[src/rtl/qenc_pkg.sv]
package qenc_pkg;

    typedef enum logic [1:0] {
        WID_8  = 2'd0,
        WID_16 = 2'd1,
        WID_24 = 2'd2,
        WID_32 = 2'd3
    } width_e;

    // mask of the active bits for a width selection
    function automatic logic [31:0] width_mask(input width_e w);
        case (w)
            WID_8:   return 32'h0000_00FF;
            WID_16:  return 32'h0000_FFFF;
            WID_24:  return 32'h00FF_FFFF;
            default: return 32'hFFFF_FFFF;
        endcase
    endfunction

    // forward Gray step of the {a,b} phase pair
    function automatic logic [1:0] phase_fwd(input logic [1:0] s);
        case (s)
            2'b00:   return 2'b01;
            2'b01:   return 2'b11;
            2'b11:   return 2'b10;
            default: return 2'b00;
        endcase
    endfunction

endpackage

[src/rtl/qenc_filter.sv]
module qenc_filter #(
    parameter int SYNC_STAGES = 2,
    parameter int FILT_CYC    = 3
) (
    input  logic clk,
    input  logic rst_n,
    input  logic raw_in,
    output logic clean_out
);
    localparam int CW = $clog2(FILT_CYC + 1);

    typedef struct packed {
        logic [SYNC_STAGES-1:0] sync;
        logic                   filt;
        logic [CW-1:0]          run;
    } filt_t;

    filt_t st_d, st_q;

    always_comb begin
        st_d      = st_q;
        st_d.sync = {st_q.sync[SYNC_STAGES-2:0], raw_in};
        if (st_q.sync[SYNC_STAGES-1] != st_q.filt) begin
            if (st_q.run == CW'(FILT_CYC - 1)) begin
                st_d.filt = st_q.sync[SYNC_STAGES-1];
                st_d.run  = '0;
            end else begin
                st_d.run = st_q.run + 1'b1;
            end
        end else begin
            st_d.run = '0;
        end
    end

    always_ff @(posedge clk or negedge rst_n) begin
        if (!rst_n) st_q <= '0;
        else        st_q <= st_d;
    end

    assign clean_out = st_q.filt;

endmodule

[src/rtl/qenc_decode.sv]
module qenc_decode
    import qenc_pkg::*;
(
    input  logic       clk,
    input  logic       rst_n,
    input  logic [1:0] ph_in,
    output logic       ev_up,
    output logic       ev_dn,
    output logic       ev_err
);
    typedef struct packed {
        logic [1:0] prev;
        logic       up;
        logic       dn;
        logic       err;
    } dec_t;

    dec_t st_d, st_q;
    logic [1:0] diff;

    always_comb begin
        st_d      = st_q;
        st_d.up   = 1'b0;
        st_d.dn   = 1'b0;
        st_d.err  = 1'b0;
        st_d.prev = ph_in;
        diff      = ph_in ^ st_q.prev;
        if (diff == 2'b11) begin
            st_d.err = 1'b1;
        end else if (diff != 2'b00) begin
            if (ph_in == phase_fwd(st_q.prev)) st_d.up = 1'b1;
            else                               st_d.dn = 1'b1;
        end
    end

    always_ff @(posedge clk or negedge rst_n) begin
        if (!rst_n) st_q <= '0;
        else        st_q <= st_d;
    end

    assign ev_up  = st_q.up;
    assign ev_dn  = st_q.dn;
    assign ev_err = st_q.err;

endmodule

[src/rtl/qenc_core.sv]
module qenc_core
    import qenc_pkg::*;
#(
    parameter int CNT_W = 32
) (
    input  logic             clk,
    input  logic             rst_n,
    input  logic             ev_up,
    input  logic             ev_dn,
    input  logic             ev_err,
    input  logic             hw_lvl,
    input  logic             mode_mod,
    input  logic [1:0]       width_sel,
    input  logic             limit_wr,
    input  logic [CNT_W-1:0] limit_in,
    input  logic             load_sw,
    input  logic             clear,
    output logic [CNT_W-1:0] count,
    output logic             carry,
    output logic             borrow,
    output logic             compare,
    output logic             err_flag
);
    typedef struct packed {
        logic [CNT_W-1:0] cnt;
        logic [CNT_W-1:0] lim;
        logic             carry;
        logic             borrow;
        logic             err;
        logic             hw_prev;
    } core_t;

    core_t st_d, st_q;
    logic [31:0]      mask_full;
    logic [CNT_W-1:0] mask, cm, lm, top;
    logic             do_load;

    assign mask_full = width_mask(width_e'(width_sel));
    assign mask      = mask_full[CNT_W-1:0];
    assign cm        = st_q.cnt & mask;
    assign lm        = st_q.lim & mask;
    assign top       = mode_mod ? lm : mask;
    assign do_load   = load_sw || (hw_lvl && !st_q.hw_prev);

    always_comb begin
        st_d         = st_q;
        st_d.carry   = 1'b0;
        st_d.borrow  = 1'b0;
        st_d.hw_prev = hw_lvl;
        if (limit_wr) st_d.lim = limit_in;
        if (ev_err)   st_d.err = 1'b1;
        if (clear) begin
            st_d.cnt = '0;
            st_d.err = 1'b0;
        end else if (do_load) begin
            st_d.cnt = lm;
        end else if (ev_up) begin
            if (cm >= top) begin
                st_d.cnt   = '0;
                st_d.carry = 1'b1;
            end else begin
                st_d.cnt = cm + 1'b1;
            end
        end else if (ev_dn) begin
            if (cm == '0 || cm > top) begin
                st_d.cnt    = top;
                st_d.borrow = 1'b1;
            end else begin
                st_d.cnt = cm - 1'b1;
            end
        end
    end

    always_ff @(posedge clk or negedge rst_n) begin
        if (!rst_n) st_q <= '0;
        else        st_q <= st_d;
    end

    assign count    = cm;
    assign compare  = (cm == lm);
    assign carry    = st_q.carry;
    assign borrow   = st_q.borrow;
    assign err_flag = st_q.err;

endmodule

[src/rtl/qenc_counter.sv]
module qenc_counter #(
    parameter int CNT_BYTES   = 4,
    parameter int SYNC_STAGES = 2,
    parameter int FILT_CYC    = 3,
    localparam int CNT_W      = 8 * CNT_BYTES
) (
    input  logic             clk,
    input  logic             rst_n,
    input  logic             phase_a,
    input  logic             phase_b,
    input  logic             mode_mod,
    input  logic [1:0]       width_sel,
    input  logic             limit_wr,
    input  logic [CNT_W-1:0] limit_in,
    input  logic             load_sw,
    input  logic             load_hw,
    input  logic             clear,
    output logic [CNT_W-1:0] count,
    output logic             carry,
    output logic             borrow,
    output logic             compare,
    output logic             err_flag
);
    logic [1:0] raw_ph, clean_ph;
    logic       hw_lvl;
    logic       ev_up, ev_dn, ev_err;

    assign raw_ph = {phase_a, phase_b};

    for (genvar i = 0; i < 2; i++) begin : g_phase
        qenc_filter #(.SYNC_STAGES(SYNC_STAGES), .FILT_CYC(FILT_CYC)) u_filt (
            .clk(clk), .rst_n(rst_n), .raw_in(raw_ph[i]), .clean_out(clean_ph[i])
        );
    end

    qenc_filter #(.SYNC_STAGES(SYNC_STAGES), .FILT_CYC(1)) u_hw_sync (
        .clk(clk), .rst_n(rst_n), .raw_in(load_hw), .clean_out(hw_lvl)
    );

    qenc_decode u_dec (
        .clk(clk), .rst_n(rst_n), .ph_in(clean_ph),
        .ev_up(ev_up), .ev_dn(ev_dn), .ev_err(ev_err)
    );

    qenc_core #(.CNT_W(CNT_W)) u_core (
        .clk(clk), .rst_n(rst_n),
        .ev_up(ev_up), .ev_dn(ev_dn), .ev_err(ev_err), .hw_lvl(hw_lvl),
        .mode_mod(mode_mod), .width_sel(width_sel),
        .limit_wr(limit_wr), .limit_in(limit_in),
        .load_sw(load_sw), .clear(clear),
        .count(count), .carry(carry), .borrow(borrow),
        .compare(compare), .err_flag(err_flag)
    );

endmodule

[config.mk]
export PLATFORM = sky130hd
export DESIGN_NAME = qenc_counter
export DESIGN_NICKNAME = d
export VERILOG_FILES = /design/src/rtl/qenc_pkg.sv /design/src/rtl/qenc_filter.sv /design/src/rtl/qenc_decode.sv /design/src/rtl/qenc_core.sv /design/src/rtl/qenc_counter.sv
export SDC_FILE = /design/constraint.sdc
export NUM_CORES = 1
export LEC_CHECK = 0
export ABC_AREA = 1
export BUFFER_PORTS_ARGS = -buffer_cell sky130_fd_sc_hd__buf_2
export CAP_MARGIN = 5
export CELL_PAD_IN_SITES_DETAIL_PLACEMENT = 1
export CELL_PAD_IN_SITES_GLOBAL_PLACEMENT = 2
export CORE_MARGIN = 2
export CORE_UTILIZATION = 36
export DETAILED_ROUTE_END_ITERATION = 16
export GPL_TIMING_DRIVEN = 0
export PLACE_DENSITY_LB_ADDON = 0.05
export SYNTH_ARGS = -nofsm -noshare
export SYNTH_HDL_FRONTEND = slang
export SYNTH_SLANG_ARGS = --single-unit
[constraint.sdc]
create_clock -name clk -period 4.4 [get_ports clk]
set_input_delay 0 -clock clk [delete_from_list [all_inputs] [get_ports clk]]
set_output_delay 0 -clock clk [all_outputs]
set_load 0.01 [all_outputs]
======== Word level (Yosys, flattened, before mapping) ========
Cells that the tools add are included.
storage, ports and cells
  flip-flop bits (word level) ............. 87
  latch bits .............................. 0
  memory bits (writable) .................. 0
  bits in read-only memories .............. 0
  input bits .............................. 43
  output and inout bits ................... 36
  logic and storage cells ................. 86
  memories ................................ 0
cells by class
  $add $sub $neg .......................... 5
  multiply operators ...................... 0
  divide/modulo/power cells ............... 0
  order comparisons ....................... 2
  equality and inequality tests ........... 12
  shift-type cells ........................ 0
  muxes and demuxes ....................... 31
  bitwise operators ....................... 4
  reductions and logical operators ........ 13
operators by type and width
  operator                                                               count
  32-bit 2-to-1 mux                                                      7
  32-bit one-hot mux with 3 select lines                                 1
  32-bit bitwise AND                                                     2
  32-bit by 1-bit adder with 32-bit output, second input constant        1
  32-bit equality test                                                   1
  32-bit >= comparator                                                   1
  32-bit greater-than comparator                                         1
  32-bit logical NOT                                                     1
  32-bit by 1-bit subtractor with 32-bit output, second input constant   1
  2-bit 2-to-1 mux                                                       10
  1-bit 2-to-1 mux                                                       12
  2-bit equality test, second input constant                             5
  2-bit one-hot mux with 3 select lines                                  1
  2-bit AND reduction                                                    3
  2-bit by 1-bit adder with 2-bit output, second input constant          2
  2-bit by 1-bit equality test with 1-bit output, second input constant  2
  2-bit logical NOT                                                      2
  2-bit nonzero test                                                     2
  4-bit nonzero test                                                     1
  1-bit inequality test                                                  3
  2-bit equality test                                                    1
  1-bit logical OR                                                       2
  2-bit bitwise XOR                                                      1
  1-bit adder, second input constant                                     1
  other kinds (3)                                                        3

======== Logic depth before layout (Yosys ltp) ========
Gate-level depths: netlist of the first run.
  depth in word-level cells ............... 11
  depth in mapped cells ................... 23
  depth with buffers taken out ............ 22

======== Cells and area by module ========
A second synthesis of the first run with hierarchy kept.
second synthesis, totals
  cell total of the unflattened synthesis .. 1186
  area, all modules ....................... 7676.1 um^2
modules (own cells, without submodules)
  module                               instances  cells each  area each (um^2)  sequential area each (um^2)
  qenc_core                            1          1110        7005.5            1701.6
  qenc_filter (g_phase[0].u_filt ...)  2          21          186.4             125.1
  qenc_decode                          1          30          219.0             125.1
  qenc_filter (u_hw_sync)              1          4           78.8              75.1

======== Least setup slack after synthesis of the first run ========
No wires, ideal clock.
  path kind ............................... input -> register
  start ................................... in width_sel[1]
  end ..................................... reg u_core.st_q[39] (netlist name)
  setup time .............................. 0.116 ns
  data arrival time ....................... 2.493 ns
  data required time ...................... 4.284 ns
  slack ................................... 1.790 ns
  stages .................................. 20
  buffers on the path ..................... 3
  path through ............................ buf_8 -> nor2_4 -> nor2_1 -> clkbuf_1 -> nor2_1 -> ha_1 -> nand2_1 -> nor2_1 -> nand4_1 -> inv_1 -> nand3_1 -> nor2_1 -> inv_1 -> nand3_1 -> nand2_1 -> nand2_1 -> buf_2 -> nor2_1 -> nand2_1 -> nand2_1
between the ends
  longest elaborated chain between the ends .. 11
  elaborated cells between the ends (all ways) .. 17
  those cells by class .................... 2 x order compare; 2 x eq/ne; 8 x mux; 2 x bitwise; 3 x reduce/logical
RTL lines
  element                                      line                RTL
  from (decl)                                  qenc_counter.sv:12  input logic [1:0] width_sel,
  2-bit equality test (tied with other cells)  qenc_pkg.sv:12      case (w)
  32-bit one-hot mux with 3 select lines *     qenc_pkg.sv:12
  32-bit bitwise AND                           qenc_core.sv:41     assign lm = st_q.lim & mask;
  32-bit 2-to-1 mux                            qenc_core.sv:42     assign top = mode_mod ? lm : mask;
  32-bit greater-than comparator               qenc_core.sv:65     if (cm == '0 || cm > top) begin
  1-bit logical OR                             qenc_core.sv:65
  32-bit 2-to-1 mux                            qenc_core.sv:65
  32-bit 2-to-1 mux                            qenc_core.sv:64     end else if (ev_dn) begin
  32-bit 2-to-1 mux *                          qenc_core.sv:57     end else if (ev_up) begin
  32-bit 2-to-1 mux *                          qenc_core.sv:55     end else if (do_load) begin
  32-bit 2-to-1 mux *                          qenc_core.sv:52     if (clear) begin
  to (signal assigned)                         qenc_core.sv:76     else st_q <= st_d;
  to (decl)                                    qenc_core.sv:33     core_t st_d, st_q;
Every way passes the cells marked *; elsewhere a longest branch is shown, timed or not. The select of a mux whose other input is x is not followed.
A chain may end at the register's enable or synchronous reset.

======== Final worst setup path of the first run ========
  start ................................... in width_sel[1]
  end ..................................... reg u_core.st_q[42] (netlist name)
The elaborated chain is that of the path after synthesis.

==> results of run 1 <==
state kept, by name, summed over array words and instances, names as in the netlist, 2 cells and up:
name,flops
g_phase.u_filt.st_d,2
g_phase.u_filt.st_q,6
u_core.st_q,65
g_phase.u_filt.clean_out,2
u_dec.st_q,2
worst register-to-register path: cells and delay by family, from the launching register on:
family        cells  cell delay, ps
flops             1             460
simple gates     12            2510
buf+inv           3             620
fa+ha+maj         1             330
cell families after synthesis:
group	count (synthesis)	share of synthesized area
buffers and inverters	170	0.0959
and+or+nand+nor	667	0.385
AOI/OAI and AO/OA	130	0.0907
xor gates and xnor gates	58	0.0664
muxes	16	0.0232
DFF	86	0.281
adders and majority gates	35	0.0572
Yosys cell counts:
| library cell | number | share of area |
|---|---|---|
| clkinv_1 | 1 | 0.00049 |
| nand2_2 | 10 | 0.0082 |
| nand3_2 | 1 | 0.0013 |
| nor3b_1 | 1 | 0.00098 |
| o22ai_1 | 14 | 0.011 |
| and2_1 | 2 | 0.0016 |
| xor2_1 | 48 | 0.055 |
| nor3_1 | 17 | 0.011 |
| mux2i_1 | 2 | 0.0026 |
| a21o_1 | 1 | 0.00098 |
| nand4_1 | 21 | 0.017 |
| a221oi_1 | 2 | 0.0023 |
| o21a_1 | 2 | 0.0020 |
| nor3_2 | 4 | 0.0052 |
| a211oi_1 | 4 | 0.0039 |
| nor2_4 | 2 | 0.0029 |
| buf_1 | 3 | 0.0015 |
| buf_4 | 10 | 0.0098 |
| a31oi_1 | 1 | 0.00082 |
| buf_8 | 1 | 0.0020 |
| inv_4 | 1 | 0.00082 |
| mux2_2 | 14 | 0.021 |
| nand2_8 | 1 | 0.0026 |
| nand3_1 | 86 | 0.056 |
| inv_2 | 8 | 0.0039 |
| xnor2_1 | 10 | 0.011 |
| a21oi_1 | 34 | 0.022 |
| nor2_8 | 1 | 0.0026 |
| o21ai_0 | 51 | 0.033 |
| nand2_1 | 334 | 0.16 |
| nand4_4 | 1 | 0.0028 |
| nand2_4 | 9 | 0.013 |
| nor2_1 | 154 | 0.076 |
| dfrtp_1 | 86 | 0.28 |
| buf_6 | 5 | 0.0074 |
| nor4_1 | 8 | 0.0065 |
| inv_1 | 115 | 0.056 |
| o21ai_1 | 21 | 0.014 |
| or2_1 | 1 | 0.00082 |
| ha_1 | 35 | 0.057 |
| nor4_2 | 1 | 0.0016 |
| buf_2 | 6 | 0.0039 |
| nand3b_1 | 3 | 0.0029 |
| clkbuf_1 | 20 | 0.0098 |
| nor2_2 | 10 | 0.0082 |
where the power goes:
group          leakage (nW)  switching [mW]  internal (mW)  total [mW]
logic                  3.48            1.19          0.614        1.80
registers              1.08           0.152          0.933        1.09
clock network         0.144           0.418          0.404       0.821
total                  4.70            1.76           1.95        3.71
area by class of cell:
type | instances | area (um2) | area share
multi-input cells | 906 | 4770 | 0.525
flip-flops and latches | 86 | 2150 | 0.237
repair buffers | 115 | 786 | 0.0865
inverters | 125 | 472 | 0.0519
well taps | 275 | 344 | 0.0379
plain buffers | 45 | 263 | 0.0289
clock buffers | 9 | 225 | 0.0248
clock inverters | 7 | 75.1 | 0.00826
layout by cell type, fill, tap and decap left out, drive strengths merged, types with 21 or more instances in the layout:
cell | netlist | routed
nand2 | 354 | 354
nand3 | 87 | 87
clkbuf | 20 | 29
o21ai | 72 | 72
xor2 | 48 | 48
nand4 | 22 | 22
dlygate4sd3 | 0 | 37
a21oi | 34 | 34
ha | 35 | 35
nor3 | 21 | 21
buf | 25 | 103
inv | 124 | 127
dfrtp | 86 | 86
nor2 | 167 | 167
stage by stage:
step           instance area [um2]   util
2_1_floorplan                 7650      -
3_3_place_gp                  8380  0.400
3_5_place_dp                  8410  0.402
4_1_cts                       9080  0.434
5_1_grt                       9080  0.434
6_report                      9080  0.434
worst paths after layout:
kind,startpoint,end,depth (start not counted)
worst max-delay path,width_sel[1],u_core.st_q[42],21
worst min-delay path,rst_n,u_core.st_q[7],2
worst max register to register,u_core.st_q[64],u_core.st_q[42],16
worst min register to register,g_phase[1].u_filt.st_d[4],g_phase[1].u_filt.st_q[4],0
max in group asynchronous,rst_n,u_core.err_flag,3
min in group clk,mode_mod,u_core.st_q[36],6
per-layer routing:
metal | GRT usage | up-vias | part of all wire
met1 | 0.403 | 4050 | 0.47
met2 | 0.483 | 162 | 0.46
met4 | 0.108 | 0 | 0.034
li1 | - | 3986 | -
met5 | 0 | - | 0
met3 | 0.0427 | 41 | 0.042
==> results.json, run 1 <==
{
  "status": "complete, no violations",
  "nets": 1366,
  "synth_seq_cells": 86,
  "setup_tns_ps": 0,
  "antenna_left": 0,
  "peakVddDrop_v": 0.000252,
  "tightest_slew_ps": 1310,
  "end_kind": "flip-flop",
  "clk_latency_ps": 370,
  "max_clock_freq_mhz": 249,
  "yosysUniqueCellTypes": 45,
  "slowest_stage": "nand2_1",
  "setup_slack_ps": 380,
  "drtIter0Drc": 435,
  "slew_violations": 0,
  "required_ps": 4660,
  "fill_cells": 2799,
  "crit_type": "primary input to flip-flop",
  "power_per_cell_area_nw_per_um2": 409,
  "grt_pass1_wl_um": 49500,
  "firstDrtPassIters": 5,
  "root_buffer": "clkbuf_16",
  "holdWs_ps": 150,
  "hold_buffers": 37,
  "cts_buffers": 9,
  "die-area_um2": 22400,
  "cp_max_fo": 10,
  "drive_gt1_frac": 0.138,
  "num_rows": 53,
  "syn-num-nets": 1240,
  "htree_levels": 3,
  "place_inst": 1515,
  "setup_viol": 0,
  "dieWidth_um": 150,
  "vias": 8239,
  "grt_start_max_net_pins": 52,
  "synthCells": 1162,
  "grtUsageTotal": 0.298,
  "maxCapViolations": 0,
  "hold_class": "primary input to asynchronous set/reset pin",
  "post_cts_resized": 0,
  "leakagePower_nw": 4.70,
  "drt-wirelength-per-cell_um": 20.7,
  "cp-start-kind": "primary input",
  "coreArea_um2": 21000,
  "cts_setup_buffers": 0,
  "cts_tree": "built",
  "die_h_um": 150,
  "netlist_area_um2": 7650,
  "maxSlewHeadroom": 0.117,
  "clk_pin_slew_ps": 80,
  "antenna_found_initial": 0,
  "period_minus_slack_ps": 4020,
  "gp_congestion": 0.924,
  "crit_family": "simple AND/OR/NAND/NOR gates",
  "area_growth_syn_to_layout_pct": 18.7,
  "ys_warn_count": 0,
  "power.total_mw": 3.71,
  "insertedDiodeCount": 0,
  "synth-seq-area-share": 0.281,
  "dp_hpwl_um": 25500,
  "drc_errors": 0,
  "hold_viol": 0,
  "via_per_inst": 5.25,
  "critPathBufInv": 6,
  "reg2reg_setup_slack_ps": 390,
  "grt_pass1_vias": 8426,
  "io_pins": 79,
  "portBuffers": 77,
  "rsz0062_at_grt": "false",
  "gr-total-overflow": 0,
  "final_cells": 1568,
  "critical_path.cell_chain": "buf_2 > buf_8 > nor2_4 > nor2_1 > clkbuf_1 > nor2_1 > ha_1 > nand2_1 > nor2_1 > nand4_1 > inv_1 > nand3_1 > nor2_1 > inv_1 > nand3_1 > nand2_1 > nand2_1 > buf_2 > nor2_1 > nand2_1 > nand2_1",
  "preCtsSetupSlack_ps": 45.3,
  "crit_path_max_incr_delay_ps": 460,
  "initial_utilization": 0.365,
  "cts_buffer_depth": 2,
  "critPathArrivalTime_ps": 4280,
  "min_period_over_period": 0.914,
  "clock-sinks": 86,
  "syn_area_per_cell_um2": 6.59,
  "drt_wl_total_um": 32500,
  "fin_skew_ps": 17.5
}
Note: power is estimated with default switching activity, not from simulation.
==> inputs of run 2 (changes only) <==
- ABC_AREA: 1 -> not set
- CORE_UTILIZATION: 36 -> 39
==> run 2 against run 1 <==
The flow now finishes with violations (setup timing). Non-clock buffer count increased by 33. First-iteration DRC count increased by 83%. Worst hold slack got worse by 55 ps. Largest power group unchanged. Highest routed layer unchanged.
==> results.json, run 2 <==
{
  "max_clock_freq_mhz": 227,
  "clk_pin_slew_ps": 80,
  "slew_violations": 0,
  "num_rows": 49,
  "yosysTopAreaCell": "dfrtp_1",
  "root_buffer": "clkbuf_16",
  "insertedDiodeCount": 0,
  "m1WireLength_um": 13800,
  "critPathArrivalTime_ps": 4640,
  "largestRegisters": "u_core.st_q: 65 flops, g_phase.u_filt.st_q: 6 flops",
  "synth-edff-count": 0,
  "synthCells": 905,
  "violations": "setup timing",
  "fill_cells": 2256,
  "dieWidth_um": 141,
  "netlist_area_um2": 7280,
  "crit_path_max_incr_delay_ps": 700,
  "leakagePower_nw": 3.74,
  "cp-start-kind": "primary input",
  "vias": 7871,
  "syn-num-nets": 983,
  "synth_seq_cells": 86,
  "setup_viol": 1,
  "netlist_top_cells_area": "dfrtp_1, xnor2_1, o21ai_0, ha_1, mux2_2",
  "grt_start_max_net_pins": 51,
  "holdPathStages": 2,
  "slowest_stage": "clkbuf_1",
  "fin_skew_ps": 6.93,
  "drt_wl_total_um": 32400,
  "maxSlewHeadroom": 0.285,
  "die_h_um": 141,
  "portBuffers": 76,
  "preCtsSetupSlack_ps": -1330,
  "hold_class": "primary input to flip-flop",
  "status": "finished, violations left",
  "crit_type": "primary input to flip-flop",
  "hold_end": "u_core.err_flag",
  "critPathBufInv": 5,
  "min_period_over_period": 1.00,
  "grtUsageTotal": 0.330,
  "cts_tree": "built",
  "async_flop_share": 1.00,
  "initial_utilization": 0.401,
  "largest_reg_flops": 65,
  "top_register": "u_core.st_q",
  "gp_congestion": 0.927,
  "synth_flop_cell": "dfrtp_1",
  "yosysMostFrequentCell": "o21ai_0",
  "via_per_inst": 6.23,
  "power_per_cell_area_nw_per_um2": 445,
  "r2r_cells": 13,
  "antenna_left": 0,
  "r2r_start": "u_core.st_q[47]",
  "cp_max_fo": 10,
  "wl_met2_um": 14800,
  "cpMostUsedCell": "o21ai_0",
  "rsz0062_at_grt": "false",
  "dp_hpwl_um": 23400,
  "tightest_slew_ps": 1070,
  "clock-sinks": 86,
  "hold_viol": 0,
  "antenna_found_initial": 0,
  "io_pins": 79,
  "required_ps": 4640,
  "grt_pass1_vias": 7952,
  "coreArea_um2": 18100,
  "syn_area_per_cell_um2": 8.04,
  "firstDrtPassIters": 5,
  "ys_warn_count": 0,
  "hold_start": "clear",
  "setup_slack_ps": -3.18,
  "maxCapViolations": 0,
  "die-area_um2": 19800,
  "nets": 1108,
  "synth-seq-area-share": 0.296,
  "cts_buffer_depth": 2,
  "synth_top_cells_by_count": "o21ai_0, dfrtp_1, nand2_1, a21oi_1, nor2_1",
  "final_cell_mix": "buf_2, o21ai_0, dfrtp_1, nand2_1, a21oi_1",
  "yosysTopAreaCellShare": 0.296,
  "grt_pass1_wl_um": 48900,
  "critical_path.cell_chain": "buf_2 > inv_1 > clkbuf_1 > clkbuf_2 > o21ai_0 > ha_1 > nand4_1 > nor3_1 > o21ai_0 > a31oi_1 > o21a_2 > clkbuf_2 > o21ai_0 > o21ai_0 > a21oi_1",
  "peakVddDrop_v": 0.000223,
  "htree_levels": 3,
  "period_minus_slack_ps": 4400,
  "cts_buffers": 9,
  "drtIter0Drc": 794,
  "end_kind": "flip-flop",
  "clk_latency_ps": 370,
  "area_growth_syn_to_layout_pct": 19.9,
  "setup_tns_ps": -3.18,
  "r2r-end": "u_core.st_q[53]",
  "yosysUniqueCellTypes": 73,
  "highest_layer": "met4",
  "gr-total-overflow": 0,
  "reg2reg_setup_slack_ps": 300,
  "drt-wirelength-per-cell_um": 25.6,
  "dr_wl_met3_um": 2380,
  "drc_errors": 0,
  "crit_family": "buffers and inverters",
  "drive_gt1_frac": 0.184
}
run 2: cell count changes after synthesis, sizes merged, moves of 11 or more:
cell	change
nand2	-268
nor2	-102
inv	-84
nand3	-57
xnor2	+44
xor2	-40
a21oi	+34
clkbuf	+27
o21ai	+22
mux2	+20
a22oi	+15
a31oi	+12
a21boi	+11
run 2: cell type report:
class | instances | area [um2] | share of cell area
plain buffers | 78 | 378 | 0.0433
flip-flops and latches | 86 | 2150 | 0.247
clock inverters | 7 | 83.8 | 0.00961
repair buffers | 115 | 786 | 0.0900
well taps | 229 | 287 | 0.0328
clock buffers | 9 | 225 | 0.0258
inverters | 40 | 150 | 0.0172
multi-input cells | 700 | 4670 | 0.535
run 2: worst register-to-register path: stages (launching register included):
cell	delay (ps)
dfrtp_1	400
clkbuf_1	400
and2_1	200
clkbuf_1	330
ha_1	250
nand4_1	160
nor3_1	480
o21ai_0	290
a31oi_1	350
o21a_2	360
clkbuf_2	360
o21ai_0	120
o21ai_0	180
a21oi_1	110
run 2: timing repair:
action,4_1_cts,5_1_grt
endpoints found under the hold margin,71,0
setup buffers,0,2
setup endpoints to repair,33,33
resized for setup,13,8
hold buffers,36,0
pin swaps,0,1
run 2: report_power, final:
part / internal (mW) / leakage [nW] / switching (mW)
logic: 0.737 / 2.52 / 1.20
clock network: 0.410 / 0.152 / 0.419
registers: 0.939 / 1.08 / 0.181
run 2: kinds of logic after synthesis:
family,after synthesis,share of synthesized area
and+or+nand+nor,282,0.194
buffers and inverters,119,0.0713
AOI/OAI and AO/OA,283,0.247
adders and majority gates,35,0.0602
DFF,86,0.296
muxes,38,0.0581
xor gates and xnor gates,62,0.0746
run 2: layer usage:
metal	global-route usage	vias up
li1	-	3520
met1	0.446	3920
met3	0.0418	73
met2	0.535	358
met4	0.139	0
met5	0	-
run 2: metrics by stage:
step | util | hold slack (ps) | cells | power [mW] | area (um2)
5_1_grt | 0.481 | 104 | 1264 | 4.10 | 8730
2_1_floorplan | - | -296 | 905 | 2.34 | 7280
3_5_place_dp | 0.439 | 30.1 | 1211 | 2.98 | 7980
3_3_place_gp | 0.438 | 108 | 1210 | 2.96 | 7950
4_1_cts | 0.478 | 100 | 1263 | 3.85 | 8680
6_report | 0.481 | 95.5 | 1264 | 3.89 | 8730
run 2: worst max-delay path by stage:
stage / from / to / slack (ps) / cells past startpoint
2_1_floorplan: width_sel[1] / u_core.st_q[42] / 960 / 15
3_3_place_gp: width_sel[1] / u_core.st_q[55] / -1340 / 17
3_5_place_dp: width_sel[1] / u_core.st_q[55] / -1330 / 17
4_1_cts: width_sel[1] / u_core.st_q[38] / 20 / 17
5_1_grt: mode_mod / u_core.st_q[47] / 20 / 15
6_report: mode_mod / u_core.st_q[53] / -3 / 15
==> inputs of run 3 (changes only) <==
- ABC_AREA: not set -> 1
- BUFFER_PORTS_ARGS: -buffer_cell sky130_fd_sc_hd__buf_2 -> not set
- DONT_BUFFER_PORTS: not set -> 1
- GPL_TIMING_DRIVEN: 0 -> not set
==> run 3 against run 2 <==
The flow finishes with violations (hold timing). Clock skew up 6.1 ps. Core utilization is 3.9 points lower. Largest power group unchanged. Routed wire length down 9.7%. Critical path depth rose by 2. Cell count is 15% higher. Sequential share of layout area up 0.53 points. Largest cell class unchanged. Fmax rose by 29%. Die area grew 5.0%. Sequential power is essentially flat. Setup slack gained 990 ps.
==> results.json, run 3 (same netlist as run 1, synthesis figures left out) <==
{
  "setup_viol": 0,
  "crit_type": "flip-flop to flip-flop",
  "holdWs_ps": -14.6,
  "cts_setup_buffers": 0,
  "dp_hpwl_um": 22100,
  "cp_max_fo": 17,
  "hold_class": "primary input to flip-flop",
  "critPathArrivalTime_ps": 3660,
  "grt_start_max_net_pins": 87,
  "gr-total-overflow": 0,
  "reg2reg_setup_slack_ps": 980,
  "die-area_um2": 20800,
  "largestRegisters": "u_core.st_q: 65 flops, g_phase.u_filt.st_q: 6 flops",
  "post_cts_resized": 0,
  "clock-sinks": 86,
  "drive_gt1_frac": 0.0785,
  "coreArea_um2": 19300,
  "initial_utilization": 0.396,
  "fill_cells": 2538,
  "power_per_cell_area_nw_per_um2": 411,
  "drtIter0Drc": 361,
  "min_period_over_period": 0.777,
  "crit_path_end": "u_core.st_q[37]",
  "hold_buffers": 41,
  "clk_pin_slew_ps": 80,
  "maxCapViolations": 0,
  "tightest_slew_ps": 1020,
  "status": "finished, violations left",
  "cts_tree": "built",
  "power.total_mw": 3.51,
  "final_common_cell": "nand2_1",
  "r2r_cells": 17,
  "portBuffers": 0,
  "setup_tns_ps": 0,
  "r2r-end": "u_core.st_q[37]",
  "drt_wl_total_um": 29200,
  "vias": 7680,
  "max_clock_freq_mhz": 293,
  "grtUsageTotal": 0.291,
  "antenna_left": 0,
  "insertedDiodeCount": 0,
  "drt-wirelength-per-cell_um": 20.2,
  "antenna_found_initial": 0,
  "num_rows": 51,
  "leakagePower_nw": 4.28,
  "fin_util": 0.442,
  "grt_pass1_wl_um": 45400,
  "multi_input_area_um2": 4770,
  "r2r_start": "u_core.st_q[49]",
  "hold_viol": 4,
  "cts_buffers": 9,
  "root_buffer": "clkbuf_16",
  "htree_levels": 3,
  "io_pins": 79,
  "drc_errors": 0,
  "hold_start": "limit_wr",
  "required_ps": 4650,
  "holdPathStages": 3,
  "violations": "hold timing",
  "place_inst": 1393,
  "critPathLaunch": "u_core.st_q[49]",
  "clk_latency_ps": 360,
  "end_kind": "flip-flop",
  "grt_pass1_vias": 7892,
  "area_growth_syn_to_layout_pct": 11.6,
  "rsz0062_at_grt": "false",
  "largest_reg_flops": 65,
  "final_cells": 1450,
  "dieWidth_um": 144,
  "die_h_um": 144,
  "cts_buffer_depth": 2,
  "maxSlewHeadroom": 0.316,
  "firstDrtPassIters": 6,
  "peakVddDrop_v": 0.000213,
  "period_minus_slack_ps": 3420,
  "via_per_inst": 5.30,
  "gp_congestion": 0.944,
  "nets": 1258,
  "seq_area_um2": 2150,
  "cp-start-kind": "flip-flop",
  "slew_violations": 0,
  "top_register": "u_core.st_q",
  "final_cell_mix": "nand2_1, nor2_1, inv_1, nand3_1, dfrtp_1",
  "fin_skew_ps": 13.0
}
==> run 3: area by class of cell <==
class / count / share of cell area
Tap cell: 265 / 0.0388
Inverter: 125 / 0.0552
Clock inverter: 7 / 0.00849
Clock buffer: 9 / 0.0264
Sequential cell: 86 / 0.252
Timing Repair Buffer: 52 / 0.0609
Multi-Input combinational cell: 906 / 0.558
==> run 3: critical path, stage by stage (launching register included) <==
cell and delay (ps):
dfrtp_1 390, nand2_2 120, clkinv_1 270, ha_1 410
nand2_1 50, nor2_1 140, nand4_1 130, inv_1 160
nand3_1 200, nor2_1 140, inv_1 60, nand3_1 80
buf_4 160, nand2_1 100, nand2_1 620, nor2_1 110
nand2_1 100, nand2_1 50
==> run 3: how the worst min path moves through the flow <==
| stage | to | slack (ps) |
|---|---|---|
| floorplan | g_phase[0].u_filt.clean_out | -300 |
| global placement | u_core.st_q[12] | -290 |
| detailed placement | u_core.st_q[12] | -290 |
| CTS | u_core.st_q[13] | 1 |
| global route | u_core.st_q[31] | 10 |
| finish | u_core.st_q[21] | -10 |
==> run 3: power breakdown <==
group          leakage [nW]  total [mW]  switching (mW)  internal [mW]
Clock                 0.143       0.796           0.395          0.402
Sequential             1.08        1.14           0.206          0.932
Combinational          3.06        1.58            1.06          0.520
Total                  4.28        3.51            1.66           1.85
==> run 3: layer usage <==
layer / wire length (um) / vias up / GRT usage
met5: 0 / - / 0
met4: 542 / 0 / 0.0717
met3: 1140 / 30 / 0.0414
met2: 13700 / 160 / 0.491
met1: 13800 / 3719 / 0.394
li1: - / 3771 / -
==> run 3: per-stage QoR <==
| stage | setup WS (ps) | instance area (um2) |
|---|---|---|
| final | 982 | 8540 |
| after global routing | 651 | 8540 |
| after CTS | 986 | 8540 |
| after detailed placement | 1020 | 7810 |
| after global placement | 1060 | 7810 |
| after floorplan | 1790 | 7650 |
